## config.mk

```make
export PLATFORM = sky130hd
export DESIGN_NAME = dma_chan_arbiter
export DESIGN_NICKNAME = d
export VERILOG_FILES = /design/src/rtl/dca_pkg.sv /design/src/rtl/dca_level_sort.sv /design/src/rtl/dca_first_pick.sv /design/src/rtl/dca_grant_hold.sv /design/src/rtl/dma_chan_arbiter.sv
export SDC_FILE = /design/constraint.sdc
export NUM_CORES = 1
export LEC_CHECK = 0
export ABC_CLOCK_PERIOD_IN_PS = 6650
export CAP_MARGIN = 10
export CORE_UTILIZATION = 47
export DETAILED_ROUTE_END_ITERATION = 10
export PLACE_DENSITY = 0.85
export SYNTH_ARGS = -nofsm -noshare
export SYNTH_HDL_FRONTEND = slang
export SYNTH_SLANG_ARGS = --single-unit
```

## constraint.sdc

```tcl
create_clock -name clk -period 6.65 [get_ports clk]
set_input_delay 0.665 -clock clk [delete_from_list [all_inputs] [get_ports clk]]
set_output_delay 0.665 -clock clk [all_outputs]
set_load 0.05 [all_outputs]
```

## src/rtl/dca_pkg.sv

```systemverilog
package dca_pkg;
  typedef enum logic {
    ST_IDLE = 1'b0,
    ST_HOLD = 1'b1
  } arb_state_e;
endpackage

```

## src/rtl/dca_level_sort.sv

```systemverilog
// Reduces the eligible set to the channels sitting at the most urgent
// occupied level.
module dca_level_sort #(
  parameter int unsigned NUM_CH = 7,
  parameter int unsigned LVL_W  = 2
) (
  input  logic [NUM_CH-1:0]       eligible,
  input  logic [NUM_CH*LVL_W-1:0] lvl_flat,
  output logic [NUM_CH-1:0]       top_mask
);
  localparam int unsigned NLVL = 1 << LVL_W;

  logic [NLVL-1:0][NUM_CH-1:0] lvl_mask;

  for (genvar l = 0; l < NLVL; l++) begin : g_lvl
    for (genvar c = 0; c < NUM_CH; c++) begin : g_ch
      assign lvl_mask[l][c] = eligible[c] &&
                              (lvl_flat[c*LVL_W +: LVL_W] == LVL_W'(l));
    end
  end

  always_comb begin
    logic found;
    found    = 1'b0;
    top_mask = '0;
    for (int l = NLVL - 1; l >= 0; l--) begin
      if (!found && (|lvl_mask[l])) begin
        top_mask = lvl_mask[l];
        found    = 1'b1;
      end
    end
  end
endmodule

```

## src/rtl/dca_first_pick.sv

```systemverilog
// Isolates the lowest set bit of a vector.
module dca_first_pick #(
  parameter int unsigned N = 7
) (
  input  logic [N-1:0] vec,
  output logic [N-1:0] onehot
);
  assign onehot = vec & (~vec + N'(1));
endmodule

```

## src/rtl/dca_grant_hold.sv

```systemverilog
// Registers a pick and holds it until the transfer releases it.
module dca_grant_hold
  import dca_pkg::*;
#(
  parameter int unsigned NUM_CH = 7
) (
  input  logic              clk,
  input  logic              rst_n,
  input  logic [NUM_CH-1:0] pick_oh,
  input  logic              ext_req,
  input  logic              done,
  output logic [NUM_CH-1:0] grant,
  output logic              ext_grant
);
  arb_state_e state;

  always_ff @(posedge clk) begin
    if (!rst_n) begin
      state     <= ST_IDLE;
      grant     <= '0;
      ext_grant <= 1'b0;
    end else begin
      case (state)
        ST_IDLE: begin
          if (|pick_oh) begin
            grant <= pick_oh;
            state <= ST_HOLD;
          end else if (ext_req) begin
            ext_grant <= 1'b1;
            state     <= ST_HOLD;
          end
        end
        default: begin
          if (done) begin
            grant     <= '0;
            ext_grant <= 1'b0;
            state     <= ST_IDLE;
          end
        end
      endcase
    end
  end

  // held grant only changes on done
  assert_hold_stable_R5: assert property (@(posedge clk) disable iff (!rst_n)
    (state == ST_HOLD && !done) |=> ($stable(grant) && $stable(ext_grant)));

  // done in hold returns to idle with nothing granted
  assert_release_R6: assert property (@(posedge clk) disable iff (!rst_n)
    (state == ST_HOLD && done) |=> (state == ST_IDLE && grant == '0 && !ext_grant));
endmodule

```

## src/rtl/dma_chan_arbiter.sv

```systemverilog
module dma_chan_arbiter #(
  parameter int unsigned NUM_CH = 7,
  parameter int unsigned LVL_W  = 2
) (
  input  logic                    clk,
  input  logic                    rst_n,
  input  logic [NUM_CH-1:0]       req,
  input  logic [NUM_CH-1:0]       ch_en,
  input  logic [NUM_CH*LVL_W-1:0] lvl,
  input  logic                    ext_req,
  input  logic                    done,
  output logic [NUM_CH-1:0]       grant,
  output logic                    ext_grant
);
  logic [NUM_CH-1:0] eligible;
  logic [NUM_CH-1:0] top_mask;
  logic [NUM_CH-1:0] pick_oh;
  logic              busy;

  assign eligible = req & ch_en;
  assign busy     = (|grant) || ext_grant;

  dca_level_sort #(.NUM_CH(NUM_CH), .LVL_W(LVL_W)) u_sort (
    .eligible (eligible),
    .lvl_flat (lvl),
    .top_mask (top_mask)
  );

  dca_first_pick #(.N(NUM_CH)) u_pick (
    .vec    (top_mask),
    .onehot (pick_oh)
  );

  dca_grant_hold #(.NUM_CH(NUM_CH)) u_hold (
    .clk       (clk),
    .rst_n     (rst_n),
    .pick_oh   (pick_oh),
    .ext_req   (ext_req),
    .done      (done),
    .grant     (grant),
    .ext_grant (ext_grant)
  );

  // never two grants
  assert_grant_onehot_R1: assert property (@(posedge clk) disable iff (!rst_n)
    $onehot0({ext_grant, grant}));

  // a fresh grant lands only on a requesting, enabled channel
  assert_masked_R7: assert property (@(posedge clk) disable iff (!rst_n)
    !busy |=> ((grant & ~$past(eligible)) == '0));

  // second controller loses to any local contender
  assert_ext_rank_R4: assert property (@(posedge clk) disable iff (!rst_n)
    (!busy && (|eligible)) |=> !ext_grant);

  // done with nothing to grant leaves outputs idle
  assert_idle_done_R9: assert property (@(posedge clk) disable iff (!rst_n)
    (!busy && done && !ext_req && eligible == '0) |=> !busy);
endmodule

```

### Word level (Yosys, flattened, before mapping)

Index checks and enable logic that the tools add are counted.

| operators by class | value |
|---|---|
| muxes and demuxes | 18 |
| reductions and logical operators | 50 |
| bitwise logic cells | 3 |
| add/sub/neg operators | 1 |
| eq/ne operators | 23 |

Operator list:

| kind | count |
|---|---|
| $mux 7 | 7 |
| $reduce_or 7->1 | 5 |
| $logic_and 1x1->1 | 31 |
| $eq 2x2->1 const B | 14 |
| $and 7x7->7 | 2 |
| $eq 2x1->1 const B | 7 |
| $logic_not 2->1 | 7 |
| $mux 1 | 11 |
| $add 7x1->7 const B | 1 |
| $not 7->7 | 1 |
| $reduce_bool 2->1 | 2 |
| $logic_not 1->1 | 3 |
| $reduce_and 3->1 | 1 |
| $ne 2x1->1 const B | 1 |
| $ne 2x2->1 const B | 1 |
| $reduce_and 2->1 | 1 |

| word-level totals | value |
|---|---|
| input bits | 32 |
| register bits | 9 |

### Depth between registers and ports, before layout

Gate-level depths: netlist (run 1).

| depth | value |
|---|---|
| depth after elaboration | 19 |
| mapped depth | 9 |
| depth with buffers taken out | 8 |

### By module

A second synthesis (run 1) with hierarchy kept.

| second synthesis, totals | value |
|---|---|
| cells, all modules | 124 |
| area total of the unflattened synthesis | 983.4 um^2 |

By module, submodules not included:

| module | sequential area each (um^2) | instances | area an instance (um^2) | cells each |
|---|---|---|---|---|
| dca_level_sort | 0.0 | 1 | 529.3 | 81 |
| dca_grant_hold | 180.2 | 1 | 336.6 | 27 |
| dca_first_pick | 0.0 | 1 | 73.8 | 9 |
| dma_chan_arbiter | 0.0 | 1 | 43.8 | 7 |

### Worst setup path before layout (run 1)

Ideal clock, no wire load.

| timing | value |
|---|---|
| path type | input port to flip-flop |
| start | input port req[0] |
| end | register u_hold.state |
| data required time | 6534 ps |
| slack | 3819 ps |
| data arrival time | 2715 ps |
| buffers on the path | 1 |
| stages on the path | 9 |
| path through | and2_1 -> o2bb2ai_1 -> or4_4 -> buf_6 -> o211ai_1 -> a21oi_1 -> nor4_4 -> nand3_2 -> o211a_1 |

| between the ends | value |
|---|---|
| longest elaborated chain between the ends | 19 |
| elaborated cells on any way between the ends | 28 |
| those cells by class | 1 x add/sub; 9 x mux; 3 x bitwise; 15 x reduce/logical |

RTL lines:

| item | line | source |
|---|---|---|
| start: declaration | dma_chan_arbiter.sv:7 | `input logic [NUM_CH-1:0] req,` |
| $and 7x7->7 * | dma_chan_arbiter.sv:20 | `assign eligible = req & ch_en;` |
| $logic_and 1x1->1 | dca_level_sort.sv:17 | `assign lvl_mask[l][c] = eligible[c] &&` |
| $reduce_or 7->1 | dca_level_sort.sv:27 | `if (!found && (\|lvl_mask[l])) begin` |
| $mux 1 | dca_level_sort.sv:27 |  |
| $logic_not 1->1 | dca_level_sort.sv:27 |  |
| $logic_and 1x1->1 | dca_level_sort.sv:27 |  |
| $mux 1 | dca_level_sort.sv:27 |  |
| $logic_not 1->1 | dca_level_sort.sv:27 |  |
| (+3 left out) | n/a |  |
| $logic_and 1x1->1 | dca_level_sort.sv:27 |  |
| $mux 7 * | dca_level_sort.sv:27 |  |
| $not 7->7 | dca_first_pick.sv:8 | `assign onehot = vec & (~vec + N'(1));` |
| $add 7x1->7 | dca_first_pick.sv:8 |  |
| $and 7x7->7 * | dca_first_pick.sv:8 |  |
| $reduce_or 7->1 * | dca_grant_hold.sv:25 | `if (\|pick_oh) begin` |
| $mux 1 * | dca_grant_hold.sv:25 |  |
| $mux 1 * | dca_grant_hold.sv:23 | `case (state)` |
| end signal: assignment | dca_grant_hold.sv:19 | `state <= ST_IDLE;` |
| end signal: assignment | dca_grant_hold.sv:27 | `state <= ST_HOLD;` |
| end signal: assignment | dca_grant_hold.sv:30 | `state <= ST_HOLD;` |
| end: declaration | dca_grant_hold.sv:15 | `arb_state_e state;` |

Mark *: on every way between the ends. The rest lies on a longest branch, timed or not.
A chain may end at the register's enable or synchronous reset.

### Worst setup path after layout (run 1)

| timing | value |
|---|---|
| start | input port lvl[11] |
| end | register u_hold.state |

| between the ends | value |
|---|---|
| longest elaborated chain between the ends | 19 |
| elaborated cells on any way between the ends | 31 |
| those cells by class | 1 x add/sub; 3 x eq/ne; 9 x mux; 2 x bitwise; 16 x reduce/logical |

RTL lines:

| item | line | source |
|---|---|---|
| start: declaration | dma_chan_arbiter.sv:9 | `input logic [NUM_CH*LVL_W-1:0] lvl,` |
| $eq 2x2->1 | dca_level_sort.sv:18 | `(lvl_flat[c*LVL_W +: LVL_W] == LVL_W'(l));` |
| $logic_and 1x1->1 | dca_level_sort.sv:17 |  |
| $reduce_or 7->1 | dca_level_sort.sv:27 |  |
| $mux 1 | dca_level_sort.sv:27 |  |
| $logic_not 1->1 | dca_level_sort.sv:27 |  |
| $logic_and 1x1->1 | dca_level_sort.sv:27 |  |
| $mux 1 | dca_level_sort.sv:27 |  |
| $logic_not 1->1 | dca_level_sort.sv:27 |  |
| (+3 left out) | n/a |  |
| $logic_and 1x1->1 | dca_level_sort.sv:27 |  |
| $mux 7 * | dca_level_sort.sv:27 |  |
| $not 7->7 | dca_first_pick.sv:8 |  |
| $add 7x1->7 | dca_first_pick.sv:8 |  |
| $and 7x7->7 * | dca_first_pick.sv:8 |  |
| $reduce_or 7->1 * | dca_grant_hold.sv:25 |  |
| $mux 1 * | dca_grant_hold.sv:25 |  |
| $mux 1 * | dca_grant_hold.sv:23 |  |

Marked as above.

==> results of run 1 <==
[power groups by stage]
stage / Combinational, mW / Sequential, mW / Clock [mW]
floorplan: 0.0523 / 0.0698 / 0
CTS: 0.100 / 0.0602 / 0.0435
detailed placement: 0.0997 / 0.0613 / 0
global placement: 0.0984 / 0.0610 / 0
global route: 0.111 / 0.0607 / 0.0462
finish: 0.102 / 0.0603 / 0.0434
[state kept, by name (all words and copies together) (netlist names)]
name              count
u_hold.ext_grant      1
u_hold.grant          7
u_hold.state          1
[metal layers]
| layer | share of wire (%) | vias up | track usage, % |
|---|---|---|---|
| li1 | - | 654 | - |
| met1 | 45 | 651 | 39.78 |
| met2 | 46 | 65 | 48.17 |
| met3 | 7.4 | 6 | 5.864 |
| met4 | 1.0 | 0 | 6.667 |
| met5 | 0 | - | 0 |
[area by class of cell]
| cell class | count | area [um2] |
|---|---|---|
| Multi-Input combinational cell | 123 | 838.3 |
| Fill cell | 167 | 561.8 |
| Timing Repair Buffer | 39 | 390.4 |
| Sequential cell | 9 | 180.2 |
| Tap cell | 27 | 33.78 |
| Clock buffer | 4 | 26.28 |
| Inverter | 3 | 11.26 |
[critical path, stage by stage]
cell and delay, ns:
clkdlybuf4s50_1 0.60, nand4b_1 0.15, o31ai_1 0.08, or4_4 0.61, o211ai_1 0.34, a21oi_1 0.20
nor4_4 0.35, nand3_2 0.21, o211a_1 0.25
[how the worst max path moves through the flow]
stage / end / depth (start not counted)
CTS: u_hold.state / 9
floorplan: u_hold.state / 9
global placement: u_hold.state / 9
finish: u_hold.state / 9
global route: u_hold.state / 9
detailed placement: u_hold.state / 9
[cells by family after synthesis]
group,after synthesis
and+or+nand+nor,75
buffers and inverters,9
AOI/OAI and AO/OA,48
DFF,9
[layout by cell type, fill, tap and decap left out, drive strengths merged, types with 3 or more instances in the layout]
| cell type | count |
|---|---|
| a21oi | 6 |
| nand3 | 13 |
| clkdlybuf4s50 | 39 |
| a41oi | 3 |
| nand4b | 4 |
| clkbuf | 4 |
| nor4 | 5 |
| nand2 | 16 |
| o211a | 3 |
| nor2b | 3 |
| o21ai | 6 |
| and3 | 5 |
| a221oi | 4 |
| dfxtp | 9 |
| o211ai | 5 |
| inv | 3 |
| o22ai | 3 |
| nor2 | 9 |
| nor3 | 3 |
| nor4bb | 4 |
[metrics by stage]
| step | worst slack (ns) | instances | utilization (%) |
|---|---|---|---|
| final | 3.360 | 205 | 72.49 |
| after global routing | 3.103 | 205 | 72.49 |
| after CTS | 3.385 | 205 | 72.49 |
| after detailed placement | 3.106 | 201 | 71.20 |
| after global placement | 3.169 | 201 | 71.20 |
| after floorplan | 3.819 | 141 | - |
==> impl_metrics.env, run 1 <==
export IMPL_ir_drop_mv=0.1501
export IMPL_drt_iter0_drc=70
export IMPL_num_rows=16
export IMPL_fin_crit_sh_pct=49.47
export IMPL_rrSetupSlack_ns=5.32
export IMPL_synth_nets=173
export IMPL_r2r_end="u_hold.state"
export IMPL_setup_viol=0
export IMPL_hold_violations=0
export IMPL_maxCapViolCount=0
export IMPL_root_buffer="clkbuf_4"
export IMPL_grt_pass1_wl_mm=5.664
export IMPL_clkTransAtPathRegs_ns=0.06
export IMPL_synth_compound_area_share_pct=35.89
export IMPL_grt_max_degree=22
export IMPL_fmax_ghz=0.3040
export IMPL_ys_async_sr_fraction_pct=0
export IMPL_diodes=0
export IMPL_post_cts_buffers=0
export IMPL_htree_levels=1
export IMPL_p_leak_nw=0.5008
export IMPL_cts_sinks=9
export IMPL_die_h_um=49.49
export IMPL_synth_edf_count=0
export IMPL_area_growth_pct=39.67
export IMPL_p_comb_share_pct=49.6
export IMPL_antenna_left=0
export IMPL_synth_top_family_by_area="simple AND/OR/NAND/NOR gates"
export IMPL_criticalPathCategory="in -> reg"
export IMPL_grt_usage_pct=29.51
export IMPL_ys_seq_area_share_pct=17.00
export IMPL_dr_pass1_iters=4
export IMPL_ys_ff_latch=9
export IMPL_rr_startpoint="u_hold.state"
export IMPL_rsz0062_at_grt="false"
export IMPL_nets=211
export IMPL_grt_overflow_total=0
export IMPL_post_dp_cell_area_um2=1454
export IMPL_yosysTopAreaCellShare_pct=17.00
export IMPL_min_from="u_hold.ext_grant"
export IMPL_slew_headroom_pct=57.59
export IMPL_tns_ns=0
export IMPL_crit_fanout=10
export IMPL_p_sw_mw=0.08061
export IMPL_power_mw=0.2056
export IMPL_synthAdderAreaFrac_pct=0
export IMPL_synthMuxAreaShare_pct=0
export IMPL_start_util_pct=51.90
export IMPL_post_drt_wl_per_cell_um=16.26
export IMPL_hold_class="reg -> reg"
export IMPL_io_pins=40
export IMPL_pwr_share_clk_pct=21.1
export IMPL_drt_total_wl_mm=3.333
export IMPL_min_period_ns=3.290
export IMPL_cts_buffers=3
export IMPL_startpoint_type="primary input"
export IMPL_grt_pass1_vias=1225
export IMPL_synth_most_common_cell="nand2_1"
export IMPL_crit_path_end_kind="register"
export IMPL_ys_top_cells_by_area="dfxtp_1, nand3_1, nand2_1"
export IMPL_worstPathRequired_ns=6.81
export IMPL_power_switching_share_pct=39.20
export IMPL_status="finished, final reports clean"
export IMPL_cts_hold_buf=0
export IMPL_cp_data_arrival_time_ns=3.45
export IMPL_core_area_um2=2042
export IMPL_final_max_slew_viol_count=0
export IMPL_whs_ns=0.4732
export IMPL_drc_errors=0
export IMPL_yosys_area_share_simple_pct=43.21
export IMPL_pwr_share_seq_pct=29.3
export IMPL_synthXorXnorAreaFrac_pct=0
export IMPL_crit_start="lvl[11]"
export IMPL_internal_power_mw=0.1250
export IMPL_drive_gt1_share_pct=6.180
export IMPL_powerDensity_nw_per_um2=138.9
export IMPL_synth_cell_types=49
export IMPL_gp_congestion=0.9652
export IMPL_post_cts_resized=0
export IMPL_via_per_inst=6.712
export IMPL_die_w_um=49.49
export IMPL_place_hpwl_mm=2.616
export IMPL_netlist_area_um2=1060
export IMPL_worstMarginPinSlew_ns=0.6341
export IMPL_synth_avg_cell_area_um2=7.516
export IMPL_vias=1376
export IMPL_synth_top_cells_by_count="nand2_1, nand3_1, dfxtp_1, nor2_1, a21oi_1"
export IMPL_min_path_cells=2
export IMPL_die_area_um2=2449
export IMPL_yosys_warnings=0
export IMPL_cts_tree="built"
export IMPL_reg2reg_depth=3
export IMPL_hold_end="u_hold.ext_grant"
export IMPL_clock_skew_final_ns=0.002313
export IMPL_insertion_delay_ns=0.27
export IMPL_netlist_instances=141
export IMPL_clk_path_buf_depth=2
export IMPL_final_cell_area_um2=1480
export IMPL_synth_top_area_cell="dfxtp_1"
export IMPL_antenna_found_initial=0
export IMPL_port_buffer_count=39
export IMPL_synthFlopType="dfxtp_1"
Power figures use the tool's default switching activity.
==> inputs of run 2 (changes only) <==
ABC_CLOCK_PERIOD_IN_PS = 3050   (was 6650)
CORE_UTILIZATION = 44   (was 47)
PLACE_DENSITY = 0.8   (was 0.85)
clock period = 3.05 ns   (was 6.65 ns; I/O delays follow)
==> impl_metrics.env, run 2 (synthesized netlist as in run 1, its figures left out) <==
export IMPL_powerDensity_nw_per_um2=291.2
export IMPL_die_area_um2=2609
export IMPL_power_mw=0.4620
export IMPL_place_hpwl_mm=2.832
export IMPL_grt_overflow_total=0
export IMPL_grt_pass1_wl_mm=5.499
export IMPL_mostFrequentLayoutCell="clkdlybuf4s50_1"
export IMPL_fin_crit_sh_pct=93.24
export IMPL_status="finished, final reports clean"
export IMPL_whs_ns=0.4699
export IMPL_ir_drop_mv=0.2687
export IMPL_cts_sinks=9
export IMPL_grt_max_degree=22
export IMPL_diodes=0
export IMPL_crit_fanout=7
export IMPL_grt_pass1_vias=1203
export IMPL_layout_common_cells="clkdlybuf4s50_1, nand2_1, buf_4"
export IMPL_die_h_um=51.08
export IMPL_num_rows=17
export IMPL_slew_headroom_pct=58.63
export IMPL_dr_pass1_iters=4
export IMPL_htree_levels=1
export IMPL_dp_cells=216
export IMPL_final_cell_area_um2=1587
export IMPL_internal_power_mw=0.2849
export IMPL_pwr_share_clk_pct=20.7
export IMPL_fin_cells=220
export IMPL_rsz0062_at_grt="false"
export IMPL_clock_skew_final_ns=0.005135
export IMPL_drc_errors=0
export IMPL_wl_met3_um=286
export IMPL_post_dp_cell_area_um2=1560
export IMPL_start_util_pct=47.45
export IMPL_p_comb_share_pct=51.0
export IMPL_die_w_um=51.08
export IMPL_worstPathRequired_ns=3.22
export IMPL_top_regs="u_hold.grant x7, u_hold.ext_grant x1, u_hold.state x1"
export IMPL_gp_congestion=0.9216
export IMPL_hold_class="reg -> reg"
export IMPL_via_per_inst=6.405
export IMPL_cts_buffers=3
export IMPL_drt_iter0_drc=76
export IMPL_port_buffer_count=39
export IMPL_io_pins=40
export IMPL_highest_layer="met4"
export IMPL_utilization_pct=71.04
export IMPL_drt_total_wl_mm=3.372
export IMPL_root_buffer="clkbuf_4"
export IMPL_setup_slack_ns=0.2063
export IMPL_top_register="u_hold.grant"
export IMPL_post_drt_wl_per_cell_um=15.33
export IMPL_post_cts_buffers=0
export IMPL_p_leak_nw=0.5707
export IMPL_wl_met1_mm=1.481
export IMPL_vias=1409
export IMPL_crit_path_end_kind="register"
export IMPL_grt_usage_pct=28.05
export IMPL_clk_path_buf_depth=2
export IMPL_met2WireLength_mm=1.592
export IMPL_drive_gt1_share_pct=13.02
export IMPL_criticalPathCategory="in -> reg"
export IMPL_maxCapViolCount=0
export IMPL_post_cts_resized=0
export IMPL_antenna_found_initial=0
export IMPL_core_area_um2=2233
export IMPL_fmax_ghz=0.3517
export IMPL_place_ws_ns=-0.06564
export IMPL_min_period_ns=2.844
export IMPL_startpoint_type="primary input"
export IMPL_cts_tree="built"
export IMPL_clkTransAtPathRegs_ns=0.06
export IMPL_insertion_delay_ns=0.27
export IMPL_nets=225
export IMPL_cts_hold_buf=0
export IMPL_setup_viol=0
export IMPL_largest_register_ffs=7
export IMPL_p_sw_mw=0.1771
export IMPL_worstMarginPinSlew_ns=0.6186
export IMPL_antenna_left=0
export IMPL_hold_violations=0
export IMPL_power_switching_share_pct=38.34
export IMPL_cp_data_arrival_time_ns=3.01
export IMPL_tns_ns=0
export IMPL_final_max_slew_viol_count=0
export IMPL_pwr_share_seq_pct=28.3
export IMPL_area_growth_pct=49.70
## run 2: changes by cell type in the layout (fill, tap and decap cells not counted), sizes merged
cell / change
buf: +14
## run 2: worst paths after layout
check,startpoint,endpoint,slack (ns),depth (start not counted)
min,u_hold.grant[1],u_hold.grant[1],0.47,2
max,lvl[8],u_hold.state,0.21,10
min reg2reg,u_hold.grant[1],u_hold.grant[1],0.47,2
max reg2reg,u_hold.state,u_hold.grant[1],1.76,4
## run 2: final cells by class
type | instances | area (um2)
inverters | 3 | 11.26
well taps | 28 | 35.03
multi-input cells | 123 | 838.3
repair buffers | 53 | 495.5
clock buffers | 4 | 26.28
flip-flops and latches | 9 | 180.2
fillers | 193 | 646.9
## run 2: power groups by stage
stage / Combinational, mW / Sequential, mW / Clock (mW)
final: 0.236 / 0.131 / 0.0954
after floorplan: 0.114 / 0.152 / 0
after global placement: 0.230 / 0.133 / 0
after global routing: 0.254 / 0.132 / 0.105
after CTS: 0.234 / 0.131 / 0.0983
after detailed placement: 0.233 / 0.134 / 0
## run 2: worst max-delay path, cell delays in order
cell and delay, ns:
clkdlybuf4s50_1 0.42, buf_4 0.15, nor4bb_1 0.46, nor4_1 0.13, o211a_1 0.20, o41ai_1 0.38
a221oi_1 0.21, nor4_4 0.31, nand3_2 0.20, o211a_1 0.24
## run 2: routing by layer
layer | vias to the layer above | track usage (%)
met3 | 2 | 6.250
met2 | 69 | 44.96
met1 | 651 | 38.89
met5 | - | 0
li1 | 687 | -
met4 | 0 | 3.704
